--- config.mk ---
export PLATFORM = sky130hd
export DESIGN_NAME = mmio_serial_page
export DESIGN_NICKNAME = d
export VERILOG_FILES = /design/src/rtl/mmio_pkg.sv /design/src/rtl/baud_tick_gen.sv /design/src/rtl/serial_rx.sv /design/src/rtl/serial_tx.sv /design/src/rtl/word_pair_loader.sv /design/src/rtl/mmio_serial_page.sv
export SDC_FILE = /design/constraint.sdc
export NUM_CORES = 1
export LEC_CHECK = 0
export ABC_AREA = 1
export BUFFER_PORTS_ARGS = -buffer_cell sky130_fd_sc_hd__buf_2
export CAP_MARGIN = 20
export CORE_ASPECT_RATIO = 1.5
export CORE_MARGIN = 1.5
export CORE_UTILIZATION = 55
export DETAILED_ROUTE_END_ITERATION = 12
export GPL_TIMING_DRIVEN = 0
export MAX_ROUTING_LAYER = met4
export PLACE_DENSITY = 0.89
export SYNTH_ARGS = -nofsm -noshare
export SYNTH_HDL_FRONTEND = slang
export SYNTH_SLANG_ARGS = --single-unit
export TNS_END_PERCENT = 1
--- constraint.sdc ---
create_clock -name clk -period 1.8 [get_ports clk]
set_input_delay 0.27 -clock clk [delete_from_list [all_inputs] [get_ports clk]]
set_output_delay 0.27 -clock clk [all_outputs]
set_load 0.01 [all_outputs]
--- src/rtl/mmio_pkg.sv ---
package mmio_pkg;

    localparam int BYTE_W = 8;
    localparam int WORD_W = 2 * BYTE_W;
    localparam int OVS    = 16;
    localparam int FRAME_BITS = BYTE_W + 2;

    // page offsets
    localparam logic [3:0] OFS_SWREG = 4'h0;
    localparam logic [3:0] OFS_SWIN  = 4'h1;
    localparam logic [3:0] OFS_STAT  = 4'hE;
    localparam logic [3:0] OFS_DATA  = 4'hF;

    // status word bit positions
    localparam int ST_AVAIL      = 0;
    localparam int ST_OVERRUN    = 1;
    localparam int ST_FRAMING    = 2;
    localparam int ST_SHIFT_IDLE = 3;
    localparam int ST_HOLD_FREE  = 4;

    typedef enum logic [1:0] {
        RX_IDLE,
        RX_START,
        RX_DATA,
        RX_STOP
    } rx_phase_e;

    typedef struct packed {
        logic [1:0]        sync;
        rx_phase_e         phase;
        logic [3:0]        tick_cnt;
        logic [2:0]        bit_idx;
        logic [BYTE_W-1:0] shift;
        logic              done;
        logic              ferr;
    } rx_state_t;

    typedef struct packed {
        logic [BYTE_W-1:0]     hold;
        logic                  hold_full;
        logic [FRAME_BITS-1:0] shreg;
        logic [3:0]            tick_cnt;
        logic [3:0]            bits_left;
        logic                  busy;
    } tx_state_t;

    typedef struct packed {
        logic              phase;
        logic [BYTE_W-1:0] high;
        logic [WORD_W-1:0] word;
        logic              strobe;
    } ld_state_t;

    typedef struct packed {
        logic [WORD_W-1:0] swreg;
        logic [BYTE_W-1:0] rx_byte;
        logic              avail;
        logic              overrun;
        logic              framing;
    } page_state_t;

endpackage

--- src/rtl/baud_tick_gen.sv ---
module baud_tick_gen #(
    parameter int CLK_HZ = 40_000_000,
    parameter int BAUD   = 57_600
) (
    input  logic clk,
    input  logic rst_n,
    output logic tick
);
    import mmio_pkg::*;

    localparam int RAW_DIV = CLK_HZ / (BAUD * OVS);
    localparam int DIV     = (RAW_DIV < 1) ? 1 : RAW_DIV;
    localparam int CW      = (DIV > 1) ? $clog2(DIV) : 1;

    logic [CW-1:0] cnt_d, cnt_q;
    logic          tick_d, tick_q;

    always_comb begin
        if (cnt_q == CW'(DIV - 1)) begin
            cnt_d  = '0;
            tick_d = 1'b1;
        end else begin
            cnt_d  = cnt_q + 1'b1;
            tick_d = 1'b0;
        end
    end

    always_ff @(posedge clk or negedge rst_n) begin
        if (!rst_n) begin
            cnt_q  <= '0;
            tick_q <= 1'b0;
        end else begin
            cnt_q  <= cnt_d;
            tick_q <= tick_d;
        end
    end

    assign tick = tick_q;

    generate
        if (DIV > 1) begin : g_spacing
            AST_TICK_SPACED: assert property (@(posedge clk) disable iff (!rst_n)
                tick_q |=> !tick_q);
        end
    endgenerate

endmodule

--- src/rtl/serial_rx.sv ---
module serial_rx (
    input  logic                       clk,
    input  logic                       rst_n,
    input  logic                       tick,
    input  logic                       rxd,
    output logic                       done,
    output logic [mmio_pkg::BYTE_W-1:0] data,
    output logic                       ferr
);
    import mmio_pkg::*;

    localparam logic [3:0] HALF = 4'(OVS / 2 - 1);
    localparam logic [3:0] FULL = 4'(OVS - 1);
    localparam logic [2:0] LAST = 3'(BYTE_W - 1);

    rx_state_t s_d, s_q;
    logic      line;

    assign line = s_q.sync[1];

    always_comb begin
        s_d      = s_q;
        s_d.done = 1'b0;
        s_d.sync = {s_q.sync[0], rxd};
        if (tick) begin
            unique case (s_q.phase)
                RX_IDLE: begin
                    if (!line) begin
                        s_d.phase    = RX_START;
                        s_d.tick_cnt = '0;
                    end
                end
                RX_START: begin
                    if (s_q.tick_cnt == HALF) begin
                        if (!line) begin
                            s_d.phase    = RX_DATA;
                            s_d.tick_cnt = '0;
                            s_d.bit_idx  = '0;
                        end else begin
                            s_d.phase = RX_IDLE;
                        end
                    end else begin
                        s_d.tick_cnt = s_q.tick_cnt + 1'b1;
                    end
                end
                RX_DATA: begin
                    if (s_q.tick_cnt == FULL) begin
                        s_d.tick_cnt = '0;
                        s_d.shift    = {line, s_q.shift[BYTE_W-1:1]};
                        if (s_q.bit_idx == LAST) s_d.phase = RX_STOP;
                        else                     s_d.bit_idx = s_q.bit_idx + 1'b1;
                    end else begin
                        s_d.tick_cnt = s_q.tick_cnt + 1'b1;
                    end
                end
                RX_STOP: begin
                    if (s_q.tick_cnt == FULL) begin
                        s_d.done  = 1'b1;
                        s_d.ferr  = !line;
                        s_d.phase = RX_IDLE;
                    end else begin
                        s_d.tick_cnt = s_q.tick_cnt + 1'b1;
                    end
                end
                default: s_d.phase = RX_IDLE;
            endcase
        end
    end

    always_ff @(posedge clk or negedge rst_n) begin
        if (!rst_n) begin
            s_q       <= '0;
            s_q.sync  <= 2'b11;
            s_q.phase <= RX_IDLE;
        end else begin
            s_q <= s_d;
        end
    end

    assign done = s_q.done;
    assign data = s_q.shift;
    assign ferr = s_q.ferr;

    AST_RX_DONE_PULSE: assert property (@(posedge clk) disable iff (!rst_n)
        done |=> !done);

endmodule

--- src/rtl/serial_tx.sv ---
module serial_tx (
    input  logic                        clk,
    input  logic                        rst_n,
    input  logic                        tick,
    input  logic                        wr_en,
    input  logic [mmio_pkg::BYTE_W-1:0] wr_data,
    output logic                        txd,
    output logic                        hold_free,
    output logic                        shift_idle
);
    import mmio_pkg::*;

    localparam logic [3:0] FULL = 4'(OVS - 1);

    tx_state_t s_d, s_q;

    always_comb begin
        s_d = s_q;
        if (!s_q.busy && s_q.hold_full) begin
            s_d.shreg     = {1'b1, s_q.hold, 1'b0};
            s_d.busy      = 1'b1;
            s_d.bits_left = 4'(FRAME_BITS);
            s_d.tick_cnt  = '0;
            s_d.hold_full = 1'b0;
        end else if (s_q.busy && tick) begin
            if (s_q.tick_cnt == FULL) begin
                s_d.tick_cnt  = '0;
                s_d.shreg     = {1'b1, s_q.shreg[FRAME_BITS-1:1]};
                s_d.bits_left = s_q.bits_left - 1'b1;
                if (s_q.bits_left == 4'd1) s_d.busy = 1'b0;
            end else begin
                s_d.tick_cnt = s_q.tick_cnt + 1'b1;
            end
        end
        if (wr_en && !s_q.hold_full) begin
            s_d.hold      = wr_data;
            s_d.hold_full = 1'b1;
        end
    end

    always_ff @(posedge clk or negedge rst_n) begin
        if (!rst_n) begin
            s_q       <= '0;
            s_q.shreg <= '1;
        end else begin
            s_q <= s_d;
        end
    end

    assign txd        = s_q.busy ? s_q.shreg[0] : 1'b1;
    assign hold_free  = !s_q.hold_full;
    assign shift_idle = !s_q.busy;

    AST_TX_START_LOW: assert property (@(posedge clk) disable iff (!rst_n)
        $rose(s_q.busy) |-> !txd);
    AST_TX_DROP_FULL: assert property (@(posedge clk) disable iff (!rst_n)
        (s_q.hold_full && s_q.busy && wr_en) |=> (s_q.hold == $past(s_q.hold)));

endmodule

--- src/rtl/word_pair_loader.sv ---
module word_pair_loader (
    input  logic                        clk,
    input  logic                        rst_n,
    input  logic                        enable,
    input  logic                        byte_valid,
    input  logic [mmio_pkg::BYTE_W-1:0] byte_data,
    output logic [mmio_pkg::WORD_W-1:0] word,
    output logic                        strobe
);
    import mmio_pkg::*;

    ld_state_t s_d, s_q;

    always_comb begin
        s_d        = s_q;
        s_d.strobe = 1'b0;
        if (!enable) begin
            s_d.phase = 1'b0;
        end else if (byte_valid) begin
            if (!s_q.phase) begin
                s_d.high  = byte_data;
                s_d.phase = 1'b1;
            end else begin
                s_d.word   = {s_q.high, byte_data};
                s_d.strobe = 1'b1;
                s_d.phase  = 1'b0;
            end
        end
    end

    always_ff @(posedge clk or negedge rst_n) begin
        if (!rst_n) s_q <= '0;
        else        s_q <= s_d;
    end

    assign word   = s_q.word;
    assign strobe = s_q.strobe;

    AST_LOAD_PULSE: assert property (@(posedge clk) disable iff (!rst_n)
        strobe |=> !strobe);
    AST_LOAD_REALIGN: assert property (@(posedge clk) disable iff (!rst_n)
        !enable |=> !s_q.phase);

endmodule

--- src/rtl/mmio_serial_page.sv ---
module mmio_serial_page #(
    parameter int CLK_HZ = 40_000_000,
    parameter int BAUD   = 57_600,
    parameter int AW     = 12
) (
    input  logic          clk,
    input  logic          rst_n,
    input  logic          load_mode,
    input  logic [7:0]    switches,
    input  logic          enter_key,
    input  logic          rxd,
    output logic          txd,
    input  logic [AW-1:0] cpu_addr,
    input  logic [15:0]   cpu_wdata,
    input  logic          cpu_we,
    input  logic          cpu_re,
    output logic [15:0]   cpu_rdata,
    output logic [AW-1:0] mem_addr,
    output logic [15:0]   mem_wdata,
    output logic          mem_we,
    output logic          mem_re,
    input  logic [15:0]   mem_rdata,
    output logic [15:0]   load_word,
    output logic          load_strobe
);
    import mmio_pkg::*;

    localparam int TAG_W = AW - 4;

    page_state_t       s_d, s_q;
    logic              tick;
    logic              rx_done, rx_ferr;
    logic [BYTE_W-1:0] rx_data;
    logic              tx_hold_free, tx_shift_idle;
    logic              in_page;
    logic [3:0]        ofs;
    logic              wr_swreg, wr_data, rd_stat, rd_data;
    logic [15:0]       stat_word;

    assign in_page  = (cpu_addr[AW-1:4] == {TAG_W{1'b1}});
    assign ofs      = cpu_addr[3:0];
    assign wr_swreg = cpu_we && in_page && (ofs == OFS_SWREG);
    assign wr_data  = cpu_we && in_page && (ofs == OFS_DATA);
    assign rd_stat  = cpu_re && in_page && (ofs == OFS_STAT);
    assign rd_data  = cpu_re && in_page && (ofs == OFS_DATA);

    baud_tick_gen #(.CLK_HZ(CLK_HZ), .BAUD(BAUD)) i_tick (
        .clk  (clk),
        .rst_n(rst_n),
        .tick (tick)
    );

    serial_rx i_rx (
        .clk  (clk),
        .rst_n(rst_n),
        .tick (tick),
        .rxd  (rxd),
        .done (rx_done),
        .data (rx_data),
        .ferr (rx_ferr)
    );

    serial_tx i_tx (
        .clk       (clk),
        .rst_n     (rst_n),
        .tick      (tick),
        .wr_en     (wr_data),
        .wr_data   (cpu_wdata[BYTE_W-1:0]),
        .txd       (txd),
        .hold_free (tx_hold_free),
        .shift_idle(tx_shift_idle)
    );

    word_pair_loader i_loader (
        .clk       (clk),
        .rst_n     (rst_n),
        .enable    (load_mode),
        .byte_valid(rx_done),
        .byte_data (rx_data),
        .word      (load_word),
        .strobe    (load_strobe)
    );

    // next-state
    always_comb begin
        s_d = s_q;
        if (wr_swreg) s_d.swreg = cpu_wdata;
        if (rd_stat) begin
            s_d.overrun = 1'b0;
            s_d.framing = 1'b0;
        end
        if (rd_data) s_d.avail = 1'b0;
        if (rx_done) begin
            if (rx_ferr) s_d.framing = 1'b1;
            if (!load_mode) begin
                if (s_q.avail && !rd_data) s_d.overrun = 1'b1;
                s_d.rx_byte = rx_data;
                s_d.avail   = 1'b1;
            end
        end
    end

    always_ff @(posedge clk or negedge rst_n) begin
        if (!rst_n) s_q <= '0;
        else        s_q <= s_d;
    end

    // read mux
    always_comb begin
        stat_word                = '0;
        stat_word[ST_AVAIL]      = s_q.avail;
        stat_word[ST_OVERRUN]    = s_q.overrun;
        stat_word[ST_FRAMING]    = s_q.framing;
        stat_word[ST_SHIFT_IDLE] = tx_shift_idle;
        stat_word[ST_HOLD_FREE]  = tx_hold_free;
        if (!in_page) begin
            cpu_rdata = mem_rdata;
        end else begin
            unique case (ofs)
                OFS_SWREG: cpu_rdata = s_q.swreg;
                OFS_SWIN:  cpu_rdata = {enter_key, 7'b0, switches};
                OFS_STAT:  cpu_rdata = stat_word;
                OFS_DATA:  cpu_rdata = {s_q.avail, 7'b0, s_q.rx_byte};
                default:   cpu_rdata = '0;
            endcase
        end
    end

    assign mem_addr  = cpu_addr;
    assign mem_wdata = cpu_wdata;
    assign mem_we    = cpu_we && !in_page;
    assign mem_re    = cpu_re && !in_page;

    AST_SWREG_HOLD: assert property (@(posedge clk) disable iff (!rst_n)
        !wr_swreg |=> $stable(s_q.swreg));
    AST_PAGE_NO_MEM: assert property (@(posedge clk) disable iff (!rst_n)
        (cpu_addr[AW-1:4] == {TAG_W{1'b1}}) |-> (!mem_we && !mem_re));
    AST_READ_CLEARS_AVAIL: assert property (@(posedge clk) disable iff (!rst_n)
        (rd_data && !rx_done) |=> !s_q.avail);
    AST_NO_OVERFLOW_MISS: assert property (@(posedge clk) disable iff (!rst_n)
        (rx_done && !load_mode && s_q.avail && !rd_data) |=> s_q.overrun);
    AST_OVERRUN_STICKY: assert property (@(posedge clk) disable iff (!rst_n)
        (s_q.overrun && !rd_stat) |=> s_q.overrun);
    AST_FRAMING_SET: assert property (@(posedge clk) disable iff (!rst_n)
        (rx_done && rx_ferr) |=> s_q.framing);
    AST_LOAD_NO_AVAIL: assert property (@(posedge clk) disable iff (!rst_n)
        (load_mode && !s_q.avail) |=> !s_q.avail);

endmodule

==> metrics.txt, run 1 <==
DP HPWL=9730 um; count of pins over their slew limit=0; global-route wire length before repair=21700 um; Switching Fraction=21.6%; Critical Path, Cell by Cell=buf_2 > nand2_1 > nor2_2 > buf_2 > nand2_1 > nand3_1 > nand2_1 > nand2_1 > buf_2; DR WL/cell=14.3 um; Post-DRT Antenna Nets=0; Final Wtd Congestion=0.871; Clock Tree Buf Depth=2; Critical-path top delay cell=buf_2; dpl cell area=6290 um2; fillers=751; initial antenna violation count=0; all-layer global routing usage=26.4%; Clock Pin Slew Worst Setup and Hold Paths=0.07 ns; die area=10600 um2; syn nets=739; Slew HR=56.2%; largest net degree at the start of global routing=59; Post CTS Setup Buffer Count=0; FF+latch area=2720 um2; depth of the CTS H-tree=3; PortBufs=121; met1 WL=5140 um; starting density of the core=56.8%; static power due to leakage=3.67 nW; status=finished, final reports clean; Combinational Power Share=7.1%; # DRC=0; fin nets=874; Worst setup EP type=output port; CTS tree=done; Synth Instances=667; global route total overflow=0; CTS sink count=108; row count=44; WL met2=6920 um; post-route design area=6680 um2; Cell Pwr Density=768 nW/um2; synth warn=0; Fin. Hold Viols=0; number of buffers created by CTS=9; Cell Area, Synth=5510 um2; Synth cell types=31; Synth top area share=44.1%; Clk pwr share=44.9%; cell-internal power=4.02 mW; Max Cap Violations=0; Slew @ Worst Pin=0.657 ns; Hold Crit Start=cpu_wdata[10]; Setup TNS=0 ns; CP Launch Point=cpu_addr[3]; post-synthesis sequential area ratio=49.3%; Clk Latency, worst-skew pair=0.35 ns; CP delay by family, top=simple AND/OR/NAND/NOR gates; sw power=1.11 mW; Tmin final=1.67 ns; Highest Clock Rate=0.599 GHz; multi-input gate area in the final layout=2140 um2; initial DRC count=341; vias per cell=5.21; Top-Level Pins=123; worst r2r src=i_rx.s_q[17]; Critical Path AT=1.40 ns; die height=126 um; RSZ-0062 raised after global routing=false; Max VDD drop=0.602 mV; Final period util=92.8%; core outline area=9690 um2; Pwr Total=5.12 mW; uppermost layer routed=met4; CP bufs+invs=3; Mean Syn Cell Area=8.26 um2; synthesis-to-layout area growth=21.2%; Sequential Power Share=48.0%; Setup-failing EPs final=0; final core occ=68.9%; Layout Skew=0.00766 ns; share of post-route cells with drive strength above 1=29.6%; met3 wire length=502 um; WP data required=1.53 ns; crit-path most repeated cell=nand2_1; Synth area leader=dfrtp_1; HP Class=input port to flip-flop; final WL=13200 um; Root Driver=clkbuf_16; critical path class=input port to output port; register bit total from synthesis=108; CP Max Fanout=10; Die Span X=84.7 um; via count=4807; CP peak stage delay=0.25 ns; TritonRoute pass-1 iters=4; synth top area cells=dfrtp_1 (44%), nand2_1 (16%), buf_4 (6.3%); vias in the first global route=4720; ant diodes=0; final hold slack=0.167 ns; Critical Path Source Type=input port
[stage by stage]
step	setup slack (ns)	cells
6_report	0.130	922
5_1_grt	0.0501	922
4_1_cts	0.0400	921
3_5_place_dp	0.0745	904
3_3_place_gp	-0.692	903
2_1_floorplan	0.371	667
[repair_timing]
item	CTS	global route
hold buffers	1	1
endpoints found under the setup margin	0	19
hold endpoints to repair	48	1
resized for setup	0	9
[area by class of cell]
class                      count  area share (%)
clock inverter                 6            1.74
tap                          115            2.16
buffer                        61            6.73
clock buffer                  10            3.58
timing repair buffer         124            9.82
inverter                      58            3.26
multi-input combinational    440            32.0
sequential                   108            40.7
[path summary, 6_finish.rpt]
check / cells after the start / endpoint / slack, ns
max: 9 / cpu_rdata[5] / 0.13
min: 3 / s_q[21] / 0.17
max reg2reg: 6 / i_rx.data[6] / 0.22
min reg2reg: 0 / i_rx.line / 0.36
max in group asynchronous: 3 / i_tx.s_q[14] / 0.56
min in group asynchronous: 2 / i_loader.word[9] / 0.49
[sequential cells by signal (all words and copies together), names as in the netlist, named ones only]
| register | count |
|---|---|
| i_tick.cnt_q | 6 |
| i_rx.done | 1 |
| s_q | 27 |
| i_loader.word | 16 |
| i_rx.s_q | 8 |
| i_loader.s_q | 9 |
| i_tick.tick | 1 |
| i_rx.line | 1 |
| i_loader.strobe | 1 |
| i_rx.ferr | 1 |
| i_rx.s_d | 1 |
| i_tx.s_q | 27 |
| i_rx.data | 8 |
[tightest hold or removal path, cell delays in order]
cell and delay [ns]:
buf_2 0.09, nand3_1 0.07, nand2_1 0.06
[cell usage in the layout, fill, tap and decap left out, drive strengths merged]
master       synthesis  routed
clkinv               1       2
o21ai               65      65
nand2              239     239
dfrtp               97      97
nor3                 4       4
dfstp               11      11
ha                  13      13
bufinv               0       3
nand3b               3       3
clkbuf               6      17
nor2                39      39
a21oi                7       7
nand4                8       8
inv                 57      59
dlygate4sd3          0       2
xor2                 1       1
nor3b                2       2
o211ai               7       7
nand3               52      52
buf                 55     176
[layer usage]
| metal | global-route usage [%] | vias up |
|---|---|---|
| met2 | 43.9 | 132 |
| met1 | 30.9 | 2277 |
| met3 | 4.55 | 42 |
| met4 | 12.7 | 0 |
| li1 | - | 2356 |
| met5 | - | - |
[cell usage after synthesis, drive strengths merged]
| cell type | number |
|---|---|
| a21oi | 7 |
| buf | 55 |
| clkbuf | 6 |
| clkinv | 1 |
| dfrtp | 97 |
| dfstp | 11 |
| ha | 13 |
| inv | 57 |
| nand2 | 239 |
| nand3 | 52 |
| nand3b | 3 |
| nand4 | 8 |
| nor2 | 39 |
| nor3 | 4 |
| nor3b | 2 |
| o211ai | 7 |
| o21ai | 65 |
| xor2 | 1 |
[power by group through the flow]
stage | Clock, mW | Sequential [mW] | Combinational [mW]
floorplan | 0 | 2.50 | 0.161
global placement | 0 | 2.50 | 0.345
detailed placement | 0 | 2.50 | 0.361
CTS | 2.31 | 2.46 | 0.365
global route | 2.42 | 2.46 | 0.401
finish | 2.30 | 2.46 | 0.365
[logic make-up (layout without fill, tap and decap cells)]
logic type / count (synthesis) / count (layout) / share of synthesized area, %
AOI/OAI and AO/OA: 79 / 79 / 8.04
xor gates and xnor gates: 1 / 1 / 0.159
adders and majority gates: 13 / 13 / 2.95
buffers and inverters: 119 / 259 / 12.0
DFF: 108 / 108 / 49.3
and+or+nand+nor: 347 / 347 / 27.5
(Power assumes the default switching activity.)
==> run 2, diff against run 1 <==
--- a/config.mk
+++ b/config.mk
@@ -8,13 +8,14 @@
 export ABC_AREA = 1
 export BUFFER_PORTS_ARGS = -buffer_cell sky130_fd_sc_hd__buf_2
 export CAP_MARGIN = 20
-export CORE_ASPECT_RATIO = 1.5
+export CORE_ASPECT_RATIO = 1.4
 export CORE_MARGIN = 1.5
-export CORE_UTILIZATION = 55
+export CORE_UTILIZATION = 30
 export DETAILED_ROUTE_END_ITERATION = 12
 export GPL_TIMING_DRIVEN = 0
 export MAX_ROUTING_LAYER = met4
-export PLACE_DENSITY = 0.89
+export PLACE_DENSITY = 0.57
+export SETUP_SLACK_MARGIN = 0.15
 export SYNTH_ARGS = -nofsm -noshare
 export SYNTH_HDL_FRONTEND = slang
 export SYNTH_SLANG_ARGS = --single-unit
==> metrics.txt, run 2 (same netlist as run 1, synthesis figures left out) <==
Max Cap Violations=0; Hold Crit Start=rxd; PortBufs=121; share of post-route cells with drive strength above 1=29.9%; CTS sink count=108; fin nets=879; CTS tree=done; routing usage on met2=24.6%; via count=4595; die area=19200 um2; starting density of the core=30.6%; Max VDD drop=0.373 mV; DR WL/cell=12.7 um; most frequent cells in the layout=nand2_1 (230), buf_2 (122), dfrtp_1 (96); met3 Usage GRT=2.03%; CP Launch Point=cpu_addr[2]; Critical Path Source Type=input port; initial DRC count=250; synthesis-to-layout area growth=23.3%; # DRC=0; Critical Path AT=1.37 ns; Highest Clock Rate=0.611 GHz; all-layer global routing usage=14.4%; global-route wire length before repair=21700 um; Slew HR=64.5%; global route total overflow=0; number of buffers created by CTS=9; initial antenna violation count=0; die height=163 um; Final period util=91.0%; Final Wtd Congestion=0.816; critical path class=input port to output port; GR Util met1=18.0%; depth of the CTS H-tree=3; HP Class=input port to flip-flop; TritonRoute pass-1 iters=4; worst r2r src=i_rx.s_q[13]; DP HPWL=10100 um; dpl cell area=6440 um2; RSZ-0062 raised after global routing=true; CP Max Fanout=10; core outline area=18000 um2; Layout Skew=0.0128 ns; Tmin final=1.64 ns; fillers=1927; vias in the first global route=4390; largest net degree at the start of global routing=71; final core occ=37.7%; post-route design area=6790 um2; count of pins over their slew limit=0; Clock Tree Buf Depth=2; Clk Latency, worst-skew pair=0.35 ns; final WL=13300 um; Clock Pin Slew Worst Setup and Hold Paths=0.07 ns; Fin. Hold Viols=0; Top-Level Pins=123; Root Driver=clkbuf_16; commonest non-fill, non-tap cell in the layout=nand2_1; ant diodes=0; Slew @ Worst Pin=0.533 ns; WP data required=1.53 ns; Setup-failing EPs final=0; Post-DRT Antenna Nets=0; row count=58; static power due to leakage=3.66 nW; Cell Pwr Density=692 nW/um2; status=finished, final reports clean; most used routing layer=met2; Die Span X=118 um; Worst setup EP type=output port; vias per cell=4.37
## run 2: per-layer routing
metal,vias up,routed length (um)
met4,0,163
met1,2158,5970
met3,11,358
li1,2355,-
met5,-,0
met2,71,6850
## run 2: worst paths after layout
kind                       depth (start not counted)                to  slack (ns)
min reg2reg                                        0         i_rx.line        0.36
max                                                9      cpu_rdata[7]        0.16
min                                                1      i_rx.s_d[20]        0.03
min in group asynchronous                          2  i_loader.s_q[24]        0.45
max in group asynchronous                          3      i_tx.s_q[13]        0.59
max reg2reg                                        9      i_rx.s_q[15]        0.21
## run 2: final cells by class
type                    instances  area (um2)  share of cell area (%)
inverters                      58         218                    3.21
clock inverters                 6        47.5                   0.700
plain buffers                  61         452                    6.65
clock buffers                  10         229                    3.37
well taps                     240         300                    4.42
flip-flops and latches        108        2720                    40.0
multi-input cells             440        2130                    31.4
repair buffers                129         691                    10.2
## run 2: critical path: stages
cell and delay, ns:
buf_2 0.11, nand2_1 0.10, nor2_2 0.20, clkbuf_4 0.23
nand2_1 0.07, nand3_1 0.08, nand2_1 0.11, nand2_1 0.08
buf_2 0.12
## run 2: repair_timing
action,in CTS,in global routing
endpoints found under the setup margin,24,37
hold buffers,1,0
hold endpoints to repair,36,0
resized for setup,1,7
setup buffers,0,6
pin swaps,0,3
## run 2: through the flow
| step | std cells | TNS [ns] | power [mW] | setup WS [ns] | hold slack, ns |
|---|---|---|---|---|---|
| after detailed placement | 1029 | 0 | 2.87 | 0.0116 | 0.295 |
| after global routing | 1052 | 0 | 4.90 | 0.0449 | 0.0171 |
| after CTS | 1046 | 0 | 4.77 | 0.0793 | 0.0157 |
| after floorplan | 667 | 0 | 2.66 | 0.371 | -0.0256 |
| final | 1052 | 0 | 4.70 | 0.163 | 0.0281 |
| after global placement | 1028 | -88.25 | 2.86 | -0.891 | 0.346 |
## run 2: power by group
group          switching, mW  internal [mW]
sequential            0.0124           2.44
clock                  0.921          0.956
combinational          0.203          0.160
==> run 3, diff against run 2 <==
--- a/config.mk
+++ b/config.mk
@@ -18,5 +18,6 @@
 export SETUP_SLACK_MARGIN = 0.15
 export SYNTH_ARGS = -nofsm -noshare
 export SYNTH_HDL_FRONTEND = slang
+export SYNTH_HIERARCHICAL = 1
 export SYNTH_SLANG_ARGS = --single-unit
 export TNS_END_PERCENT = 1
==> metrics.txt, run 3 <==
critical path class=flip-flop to output port; Synth async-reset ratio=100%; static power due to leakage=4.09 nW; most common cell in the synthesized netlist=nand2_1; Final period util=89.7%; Max VDD drop=0.416 mV; initial antenna violation count=0; Clock Tree Buf Depth=2; Simple-Gate Fraction of Synth Area=33.4%; Commonest cells post-synth=nand2_1 (299), dfrtp_1 (97), buf_4 (59); Setup TNS=0 ns; starting density of the core=30.5%; Cell Area, Synth=5840 um2; Root Driver=clkbuf_16; Post-DRT Antenna Nets=0; synthesis-to-layout area growth=22.8%; all-layer global routing usage=13.9%; Layout Skew=0.00862 ns; Max Cap Violations=0; Switching Fraction=24.3%; Worst setup EP type=output port; Critical Path AT=1.34 ns; reg2reg setup slack=0.27 ns; count of pins over their slew limit=0; Highest Clock Rate=0.620 GHz; Cell Pwr Density=654 nW/um2; synth top area cells=dfrtp_1 (42%), nand2_1 (19%), buf_4 (7.6%); Setup-failing EPs final=0; adder-cell share of the synthesized area=1.71%; post-synthesis mux area share=0%; DR WL/cell=12.0 um; Combinational Power Share=8.2%; Mean Syn Cell Area=7.93 um2; Slew HR=73.3%; TritonRoute pass-1 iters=4; ys flop type=dfrtp_1; CP bufs+invs=2; depth of the CTS H-tree=3; RSZ-0062 raised after global routing=true; final WL=13500 um; Critical Path, Cell by Cell=inv_2 > nand3_1 > nand2_1 > o21ai_1 > nand2_1 > buf_2; syn nets=804; Clock Pin Slew Worst Setup and Hold Paths=0.07 ns; WP data required=1.53 ns; Clk Latency, worst-skew pair=0.34 ns; global-route wire length before repair=22400 um; CP delay by family, top=flip-flops; initial DRC count=301; Critical Path Source Type=flip-flop; Synth top area share=41.5%; CP peak stage delay=0.41 ns; global route total overflow=0; fin nets=946; Synth area leader=dfrtp_1; largest family of logic cells by synthesized area=simple AND/OR/NAND/NOR gates; row count=60; die area=20300 um2; die height=168 um; share of post-route cells with drive strength above 1=30.7%; Fin. Hold Viols=0; CTS sink count=108; CTS tree=done; sw power=1.14 mW; Final Wtd Congestion=0.819; vias in the first global route=4720; PortBufs=122; Top-Level Pins=123; # DRC=0; Synth Instances=737; Synth Area in Compound Gates=4.73%; status=finished, final reports clean; DP HPWL=10100 um; post-synthesis sequential area ratio=46.5%; Sequential Power Share=51.9%; via count=4934; xor-xnor portion of the synthesized cell area=0.749%; CP Max Fanout=6; HP Class=input port to flip-flop; largest net degree at the start of global routing=78; crit-path most repeated cell=nand2_1; core outline area=19100 um2; most frequent cells in the layout=nand2_1 (298), buf_2 (124), dfrtp_1 (96); Tmin final=1.61 ns; commonest non-fill, non-tap cell in the layout=nand2_1; ant diodes=0; Slew @ Worst Pin=0.401 ns; vias per cell=4.36; Synth cell types=33; register bit total from synthesis=108; number of buffers created by CTS=9; Clk pwr share=39.9%; cell-internal power=3.55 mW; Critical-path top delay cell=dfrtp_1; fillers=1991; synth warn=6; number of synthesized flops with an enable pin=0; Die Span X=121 um; Pwr Total=4.70 mW
[run 3: area by class of cell]
| type | instances | area (um2) | area share (%) |
|---|---|---|---|
| Timing Repair Buffer | 130 | 699 | 9.74 |
| Tap cell | 248 | 310 | 4.32 |
| Multi-Input combinational cell | 506 | 2400 | 33.5 |
| Clock inverter | 6 | 48.8 | 0.680 |
| Inverter | 50 | 188 | 2.61 |
| Clock buffer | 10 | 229 | 3.19 |
| Buffer | 74 | 581 | 8.09 |
| Sequential cell | 108 | 2720 | 37.9 |
[run 3: per-stage QoR]
stage	cell area [um2]	instances	hold WS (ns)	util, %	setup WS, ns
after floorplan	5850	737	-0.0256	-	0.208
after global placement	6770	1107	0.348	35.4	-0.898
after detailed placement	6810	1108	0.179	35.5	-0.330
after CTS	7090	1125	0.00645	37.1	0.0330
after global routing	7180	1132	0.00869	37.5	0.0864
final	7180	1132	0.0243	37.5	0.186
[run 3: final timing paths]
check | end | from | cells after the start
worst max-delay path | cpu_rdata[4] | i_tx/s_q[19] | 6
worst min-delay path | i_rx/s_d[20] | rxd | 1
worst max register to register | i_rx/s_q[10] | i_rx/s_q[13] | 7
worst min register to register | i_rx/line | i_rx/s_d[20] | 0
max in group asynchronous | i_tx/s_q[24] | rst_n | 3
min in group asynchronous | i_rx/s_q[13] | rst_n | 2
[run 3: repair_timing]
action	CTS	global route
hold endpoints to repair	20	0
gates cloned	0	1
hold buffers	1	0
setup endpoints to repair	19	30
setup buffers	0	6
pin swaps	0	3
resized for setup	0	15
[run 3: kinds of logic after synthesis]
family	Yosys count
AOI/OAI and AO/OA	50
xor gates and xnor gates	5
adders and majority gates	8
buffers and inverters	124
DFF	108
and+or+nand+nor	442
[run 3: worst reg2reg max path, delay by kind of cell (launching register included)]
family	cells	cell delay [ns]
flops	1	0.42
simple gates	3	0.31
fa+ha+maj	1	0.27
compound gates	1	0.24
buf+inv	2	0.18
[run 3: power groups by stage]
stage               clock network, mW  logic, mW  registers [mW]
floorplan                           0      0.165            2.49
global placement                    0      0.369            2.49
detailed placement                  0      0.379            2.49
CTS                              1.95      0.382            2.44
global route                     2.04      0.431            2.44
finish                           1.87      0.385            2.44
[run 3: layer usage]
metal	vias to the layer above	global-route usage, %	wire, um
li1	2577	-	-
met1	2264	16.5	5910
met2	86	24.3	6970
met3	7	1.93	504
met4	0	4.45	157
met5	-	-	0
